[config.mk]
export PLATFORM = sky130hd
export DESIGN_NAME = ifg_defer_timer
export DESIGN_NICKNAME = d
export VERILOG_FILES = /design/src/rtl/ifg_pkg.sv /design/src/rtl/ifg_cfg_regs.sv /design/src/rtl/ifg_gap_fsm.sv /design/src/rtl/ifg_defer_timer.sv
export SDC_FILE = /design/constraint.sdc
export NUM_CORES = 1
export LEC_CHECK = 0
export BUFFER_PORTS_ARGS = -buffer_cell sky130_fd_sc_hd__buf_4
export CAP_MARGIN = 40
export CORE_UTILIZATION = 40
export CTS_CLUSTER_DIAMETER = 100
export DETAILED_ROUTE_END_ITERATION = 7
export SYNTH_ARGS = -nofsm -noshare
export SYNTH_HDL_FRONTEND = slang
export SYNTH_SLANG_ARGS = --single-unit
[constraint.sdc]
create_clock -name clk -period 3.2 [get_ports clk]
set_input_delay 0.96 -clock clk [delete_from_list [all_inputs] [get_ports clk]]
set_output_delay 0.96 -clock clk [all_outputs]
set_load 0.01 [all_outputs]
[src/rtl/ifg_pkg.sv]
package ifg_pkg;
  // Deferral phases
  typedef enum logic [1:0] {
    ST_BUSY  = 2'd0,  // medium occupied, count held at zero
    ST_PART1 = 2'd1,  // carrier restarts the count
    ST_PART2 = 2'd2,  // carrier ignored, count runs to total gap
    ST_DONE  = 2'd3   // gap complete, grant may follow request
  } ifg_state_e;

  localparam int unsigned REG_TOTAL = 0;
  localparam int unsigned REG_PART1 = 1;
  localparam int unsigned NUM_REGS  = 2;
endpackage

[src/rtl/ifg_cfg_regs.sv]
module ifg_cfg_regs
  import ifg_pkg::*;
#(
  parameter int unsigned W         = 8,
  parameter int unsigned GRAN_BITS = 2,
  parameter logic [W-1:0] TOTAL_RST = W'(96),
  parameter logic [W-1:0] PART1_RST = W'(60)
) (
  input  logic         clk,
  input  logic         rst,
  input  logic         stop,
  input  logic         spnd,
  input  logic         wr_en,
  input  logic         wr_sel,
  input  logic [W-1:0] wr_data,
  input  logic         rd_sel,
  output logic [W-1:0] rd_data,
  output logic [W-1:0] total_q,
  output logic [W-1:0] part1_q,
  output logic [W-1:0] total_lim,
  output logic [W-1:0] part1_lim
);
  localparam logic [W-1:0] STEP = W'(1 << GRAN_BITS);
  localparam logic [W-1:0] QMASK = ~(STEP - W'(1));

  logic [W-1:0] regs_q [NUM_REGS];
  logic [NUM_REGS-1:0] unlock;

  for (genvar i = 0; i < NUM_REGS; i++) begin : g_reg
    localparam logic [W-1:0] RST_V = (i == REG_TOTAL) ? TOTAL_RST : PART1_RST;
    if (i == REG_TOTAL) begin : g_lock_total
      assign unlock[i] = stop;
    end else begin : g_lock_part1
      assign unlock[i] = stop | spnd;
    end
    always_ff @(posedge clk) begin
      if (rst) begin
        regs_q[i] <= RST_V;
      end else if (wr_en && (wr_sel == 1'(i)) && unlock[i]) begin
        regs_q[i] <= wr_data;
      end
    end
  end

  assign total_q = regs_q[REG_TOTAL];
  assign part1_q = regs_q[REG_PART1];

  // Quantize and clamp, then register to keep the counter compare shallow
  logic [W-1:0] tot_q_eff, tot_fl, p1_q_eff, p1_cl;
  always_comb begin
    tot_q_eff = total_q & QMASK;
    tot_fl    = (tot_q_eff < STEP) ? STEP : tot_q_eff;
    p1_q_eff  = part1_q & QMASK;
    p1_cl     = (p1_q_eff > (tot_fl - STEP)) ? (tot_fl - STEP) : p1_q_eff;
  end

  always_ff @(posedge clk) begin
    if (rst) begin
      total_lim <= TOTAL_RST & QMASK;
      part1_lim <= PART1_RST & QMASK;
      rd_data   <= '0;
    end else begin
      total_lim <= tot_fl;
      part1_lim <= p1_cl;
      rd_data   <= rd_sel ? part1_q : total_q;
    end
  end
endmodule

[src/rtl/ifg_gap_fsm.sv]
module ifg_gap_fsm
  import ifg_pkg::*;
#(
  parameter int unsigned W = 8
) (
  input  logic         clk,
  input  logic         rst,
  input  logic         bit_tick,
  input  logic         crs,
  input  logic         tx_active,
  input  logic         tx_req,
  input  logic [W-1:0] total_lim,
  input  logic [W-1:0] part1_lim,
  output logic         tx_grant
);
  ifg_state_e   st_q, st_d;
  logic [W-1:0] cnt_q, cnt_d, cnt_inc;
  logic         busy;

  assign busy    = crs | tx_active;
  assign cnt_inc = cnt_q + W'(1);

  always_comb begin
    st_d  = st_q;
    cnt_d = cnt_q;
    unique case (st_q)
      ST_BUSY: begin
        cnt_d = '0;
        if (!busy) st_d = ST_PART1;
      end
      ST_PART1: begin
        if (busy) begin
          st_d  = ST_BUSY;
          cnt_d = '0;
        end else if (bit_tick) begin
          cnt_d = cnt_inc;
          if (cnt_inc >= part1_lim) st_d = ST_PART2;
        end
      end
      ST_PART2: begin
        if (tx_active) begin
          st_d  = ST_BUSY;
          cnt_d = '0;
        end else if (bit_tick) begin
          cnt_d = cnt_inc;
          if (cnt_inc >= total_lim) st_d = ST_DONE;
        end
      end
      ST_DONE: begin
        if (busy) begin
          st_d  = ST_BUSY;
          cnt_d = '0;
        end
      end
      default: st_d = ST_BUSY;
    endcase
  end

  always_ff @(posedge clk) begin
    if (rst) begin
      st_q     <= ST_BUSY;
      cnt_q    <= '0;
      tx_grant <= 1'b0;
    end else begin
      st_q     <= st_d;
      cnt_q    <= cnt_d;
      tx_grant <= (st_q == ST_DONE) && tx_req && !busy;
    end
  end
endmodule

[src/rtl/ifg_defer_timer.sv]
module ifg_defer_timer #(
  parameter int unsigned W         = 8,
  parameter int unsigned GRAN_BITS = 2,
  parameter logic [W-1:0] TOTAL_RST = W'(96),
  parameter logic [W-1:0] PART1_RST = W'(60)
) (
  input  logic         clk,
  input  logic         rst,
  input  logic         bit_tick,
  input  logic         crs,
  input  logic         tx_active,
  input  logic         tx_req,
  input  logic         stop,
  input  logic         spnd,
  input  logic         wr_en,
  input  logic         wr_sel,
  input  logic [W-1:0] wr_data,
  input  logic         rd_sel,
  output logic [W-1:0] rd_data,
  output logic         tx_grant
);
  logic [W-1:0] total_q, part1_q, total_lim, part1_lim;

  ifg_cfg_regs #(
    .W(W), .GRAN_BITS(GRAN_BITS), .TOTAL_RST(TOTAL_RST), .PART1_RST(PART1_RST)
  ) u_regs (
    .clk(clk), .rst(rst), .stop(stop), .spnd(spnd),
    .wr_en(wr_en), .wr_sel(wr_sel), .wr_data(wr_data),
    .rd_sel(rd_sel), .rd_data(rd_data),
    .total_q(total_q), .part1_q(part1_q),
    .total_lim(total_lim), .part1_lim(part1_lim)
  );

  ifg_gap_fsm #(.W(W)) u_fsm (
    .clk(clk), .rst(rst), .bit_tick(bit_tick), .crs(crs),
    .tx_active(tx_active), .tx_req(tx_req),
    .total_lim(total_lim), .part1_lim(part1_lim),
    .tx_grant(tx_grant)
  );
endmodule

## After elaboration in Yosys (flattened, before gate mapping)

Memories as Yosys holds them, arrays and structs flattened.
Index checks and enable logic that the tools add are counted.

| storage, ports and cells | value |
|---|---|
| register bits after elaboration | 35 |
| output and inout bits | 9 |
| memory bits (writable) | 16 |
| bits of input ports | 19 |
| memories | 1 |

Memories:

| name | words | bits a word | rd ports | clocked after memory_dff | wr ports | line | RTL |
|---|---|---|---|---|---|---|---|
| u_regs.regs_q | 2 | 8 | 2 | 0 | 2 | ifg_cfg_regs.sv:26 | `logic [W-1:0] regs_q [NUM_REGS];` |

| cells by class | value |
|---|---|
| order comparisons | 4 |
| bitwise operators | 6 |
| $add $sub $neg | 2 |
| equal/unequal tests | 9 |
| reductions and logical operators | 10 |
| mux-type cells | 27 |

Operator list:

| cell | number |
|---|---|
| $mux 8 | 9 |
| $pmux 8 s4 | 1 |
| $ge 8x8->1 | 2 |
| $mux 2 | 8 |
| $add 8x1->8 const B | 1 |
| $gt 8x8->1 | 1 |
| $lt 8x3->1 const B | 1 |
| $mux 1 | 8 |
| $pmux 2 s4 | 1 |
| $sub 8x3->8 const B | 1 |
| $logic_and 1x1->1 | 6 |
| $ne 3x2->1 const B | 2 |
| $reduce_and 6->1 | 1 |
| $eq 2x2->1 const B | 2 |
| $or 1x1->1 | 4 |
| $ne 3x1->1 const B | 1 |
| $ne 3x3->1 const B | 1 |
| $eq 2x1->1 const B | 1 |
| $logic_not 2->1 | 1 |
| $ne 2x1->1 const B | 1 |
| $ne 2x2->1 const B | 1 |
| $not 1->1 | 2 |
| $reduce_or 2->1 | 1 |
| $logic_not 1->1 | 1 |

## Longest topological paths before layout

| logic depth | value |
|---|---|
| word-level depth | 7 |
| depth in mapped cells | 10 |
| mapped depth without buffers | 10 |

## Modules after synthesis

Synthesis repeated with hierarchy kept, for this count alone.

| second synthesis, totals | value |
|---|---|
| cells, all modules | 269 |
| area, all modules | 2765.2 µm² |

By module, submodules not included:

| module | instances | area an instance (µm²) | cells each | sequential area each (µm²) |
|---|---|---|---|---|
| ifg_cfg_regs | 1 | 1652.8 | 140 | 880.8 |
| ifg_gap_fsm | 1 | 1112.3 | 129 | 220.2 |

## Least setup slack after synthesis

OpenSTA, ideal clock, no wires.

| path | value |
|---|---|
| path type | register to register |
| start | mem u_regs.regs_q[0][5] |
| end | reg u_regs.part1_lim[3] |
| stages on the path, launching flop included | 11 |
| clock period less this slack | 2609 ps |
| path slack | 591 ps |
| buffers on the path | 0 |
| arrival | 2489 ps |
| cell sequence | edfxtp_1 -> nor3_1 -> a21oi_1 -> ha_1 -> nor3b_1 -> xnor2_1 -> ha_1 -> and4_2 -> a221oi_4 -> nor3_1 -> a211o_1 |

RTL lines:

| what | line | RTL |
|---|---|---|
| start, declared | ifg_cfg_regs.sv:26 |  |
| end signal, assigned | ifg_cfg_regs.sv:60 | `part1_lim <= PART1_RST & QMASK;` |
| end signal, assigned | ifg_cfg_regs.sv:64 | `part1_lim <= p1_cl;` |
| end, declared | ifg_cfg_regs.sv:21 | `output logic [W-1:0] part1_lim` |

==> results_dict.tcl <==
set metrics [dict create \
    run_status "completed" \
    wl_per_cell_um 13.28 \
    core_um2 5956 \
    place.gp.congestion 0.8189 \
    grt_pass1_wl_um 8045 \
    syn_area_per_cell_um2 10.26 \
    critPathLaunchType "flop" \
    fillers 576 \
    syn_area_um2 2484 \
    cts_tree "yes" \
    finalCritPeriodShare_pct 91.72 \
    power.leakage_uw 0.001272 \
    fp-row-count 28 \
    cts_buffer_depth 2 \
    synth.area.top_cells "dfxtp_1, edfxtp_1, ha_1" \
    nets 316 \
    async_flop_share_pct 0 \
    via_per_inst 5.072 \
    ant_nets 0 \
    cts_max_level 2 \
    num_vias 1760 \
    r2r-start "u_regs.regs_q[0][5]$_SDFFCE_PN1P_" \
    hp-start "u_regs.regs_q[0][0]$_SDFFCE_PN0P_" \
    die_area_um2 6528 \
    rsz0062_at_grt "false" \
    drive_gt1_share_pct 15.81 \
    report.final.slew_viol_count 0 \
    skew_ns 0.008102 \
    crit_start "u_regs.regs_q[0][5]$_SDFFCE_PN1P_" \
    grt_max_degree 34 \
    fin_cells 347 \
    hold_depth 2 \
    power_density_nw_per_um2 455.7 \
    clock_sinks 47 \
    synth.distinct_cells 45 \
    hold_class "reg -> reg" \
    dpl.cell_count 339 \
    drv_cap 0 \
    clock_latency_ns 0.30 \
    wl_um 4607 \
    holdBufCountCts 0 \
    crit_type "reg -> reg" \
    cts_made_buffers 5 \
    synth.net_count 287 \
    place_hpwl_um 3548 \
    initial_core_util_pct 41.70 \
    slowest_stage "edfxtp_1" \
    period_needed_ns 2.935 \
    route.detailed.drc 0 \
    port_buffers 27 \
    r2r-end "u_regs.part1_lim[3]$_SDFF_PP1_" \
    antennaDiodeCount 0 \
    register_area_um2 1101 \
    end_kind "flop" \
    max_freq_ghz 0.3407 \
    worst_ep_arrival_time_ns 3.13 \
    finalSetupViolCount 0 \
    io_pins 28 \
    grt_antenna_before_repair 0 \
    synth_largest_area_cell "dfxtp_1" \
    hold_violations 0 \
    min_to "u_regs.rd_data[0]$_SDFF_PP0_" \
    max-vdd-ir-drop_mv 0.2358 \
    crit_path_max_incr_delay_ns 0.48 \
    crit_fanout 7 \
    worstMarginPinSlew_ns 0.4191 \
    multi_input_comb_area_um2 1281 \
    slew_headroom_pct 71.93 \
    grt_usage_pct 16.03 \
    grt_pass1_vias 1757 \
    synth_edf_count 16 \
    ys.flop_type "dfxtp_1" \
    rr_worst_depth 10 \
    yosysMostFrequentCell "dfxtp_1" \
    fp.dieH_um 80.80 \
    ys_seq_area_share_pct 44.33 \
    synth_seq_cells 47 \
    area_growth_pct 14.76 \
    cts_root_buffer "clkbuf_8" \
    firstDrtPassIters 4 \
    ctsResizeCount 0 \
    utilization_pct 47.86 \
    grt-ovfl-total 0 \
    ys_warn_count 0 \
    synthTopCellsByCount "dfxtp_1, ha_1, nor2_1, inv_1, edfxtp_1" \
    drt-initial-drc-count 79 \
    ff2ff_setup_slack_ns 0.26 \
    setup-tns-final_ns 0 \
    synthCells 242 \
    path_clk_slew_ns 0.10 \
    cp.required_ns 3.39 \
    postCtsSetupRepairBufs 0 \
    fp.dieW_um 80.80 \
    path_cells "nor3_1 -> a21oi_1 -> ha_1 -> nor3b_1 -> xnor2_1 -> ha_1 -> and4_2 -> a221oi_4 -> nor3_1 -> a211o_1" \
    yosys.area.top_type_share_pct 24.99 \
]
==> sequential cells by signal, indices dropped and copies added, names as in the netlist <==
register / flops
u_regs.rd_data: 8
u_fsm.cnt_q: 8
u_fsm.st_q: 2
u_regs.regs_q: 16
u_fsm.tx_grant: 1
u_regs.part1_lim: 6
u_regs.total_lim: 6
==> critical path, delay by kind of cell (launching register included) <==
kind | cells | cell delay (ns)
adders and majority gates | 2 | 0.54
and+or+nand+nor | 4 | 0.70
AOI/OAI and AO/OA | 3 | 0.90
xor gates and xnor gates | 1 | 0.20
DFF | 1 | 0.48
==> final cells by class <==
cell class | instances | share of cell area (%)
Clock inverter | 3 | 0.9658
Tap cell | 75 | 3.292
Inverter | 20 | 2.634
Sequential cell | 47 | 38.63
Timing Repair Buffer | 27 | 7.111
Clock buffer | 5 | 2.414
Multi-Input combinational cell | 170 | 44.95
==> layout by cell type, fill, tap and decap left out, types with 2 or more instances in the layout <==
master / instances
a311oi_1: 2
nand4_1: 2
or3b_1: 2
and3_1: 3
ha_1: 26
a21o_1: 3
buf_4: 27
o211ai_1: 4
inv_1: 20
and2_1: 11
nor2b_1: 3
a211o_1: 2
dfxtp_1: 31
nor4_1: 3
clkbuf_8: 5
nand2_1: 10
edfxtp_1: 16
a21oi_1: 7
xnor2_1: 6
xor2_1: 9
or3_1: 7
nand3_1: 3
nor3b_1: 3
nor2_1: 26
nor3_1: 4
or2_2: 2
mux2i_1: 10
a41o_1: 2
o21ai_0: 4
==> worst max path at each step <==
stage / end / slack (ns) / depth (start not counted)
6_report: u_regs.part1_lim[3]$_SDFF_PP1_ / 0.26 / 10
5_1_grt: u_regs.part1_lim[3]$_SDFF_PP1_ / 0.04 / 10
4_1_cts: u_regs.part1_lim[3]$_SDFF_PP1_ / 0.31 / 10
3_5_place_dp: u_regs.part1_lim[3]$_SDFF_PP1_ / 0.36 / 10
3_3_place_gp: u_regs.part1_lim[3]$_SDFF_PP1_ / 0.42 / 10
2_1_floorplan: u_regs.part1_lim[3]$_SDFF_PP1_ / 0.59 / 10
==> stage by stage <==
step | cell area, µm² | hold WS, ns | power [µW] | setup WS [ns]
2_1_floorplan | 2484 | 0.4525 | 853.8 | 0.5913
3_3_place_gp | 2754 | 0.4700 | 924.2 | 0.4248
3_5_place_dp | 2754 | 0.4694 | 928.8 | 0.3561
4_1_cts | 2850 | 0.4941 | 1320 | 0.3105
5_1_grt | 2850 | 0.5409 | 1376 | 0.03539
6_report | 2850 | 0.4849 | 1299 | 0.2648
==> cells by family after synthesis <==
| family | count (synthesis) | share of synthesized area (%) |
|---|---|---|
| AOI/OAI and AO/OA | 36 | 11.64 |
| adders and majority gates | 26 | 13.10 |
| and+or+nand+nor | 83 | 17.53 |
| DFF | 47 | 44.33 |
| xor gates and xnor gates | 15 | 5.290 |
| muxes | 10 | 4.030 |
| buffers and inverters | 25 | 4.080 |
==> report_power, final <==
group	total [µW]	internal, µW	switching [µW]	leakage, µW
Sequential	688	663	25.6	0.000413
Combinational	228	107	121	0.000812
Clock	382	162	220	0.0000467
Total	1300	932	367	0.00127
==> metal layers <==
layer  part of all wire, %  routed length (µm)  vias to the layer above  GRT usage [%]
met5                     0                   0                        -              0
met4                  0.96                  44                        0          4.286
met3                   4.0                 185                        5          3.371
met2                    50                2317                       37          28.31
met1                    45                2061                      808          19.73
li1                      -                   -                      910              -
(Power assumes the default switching activity.)
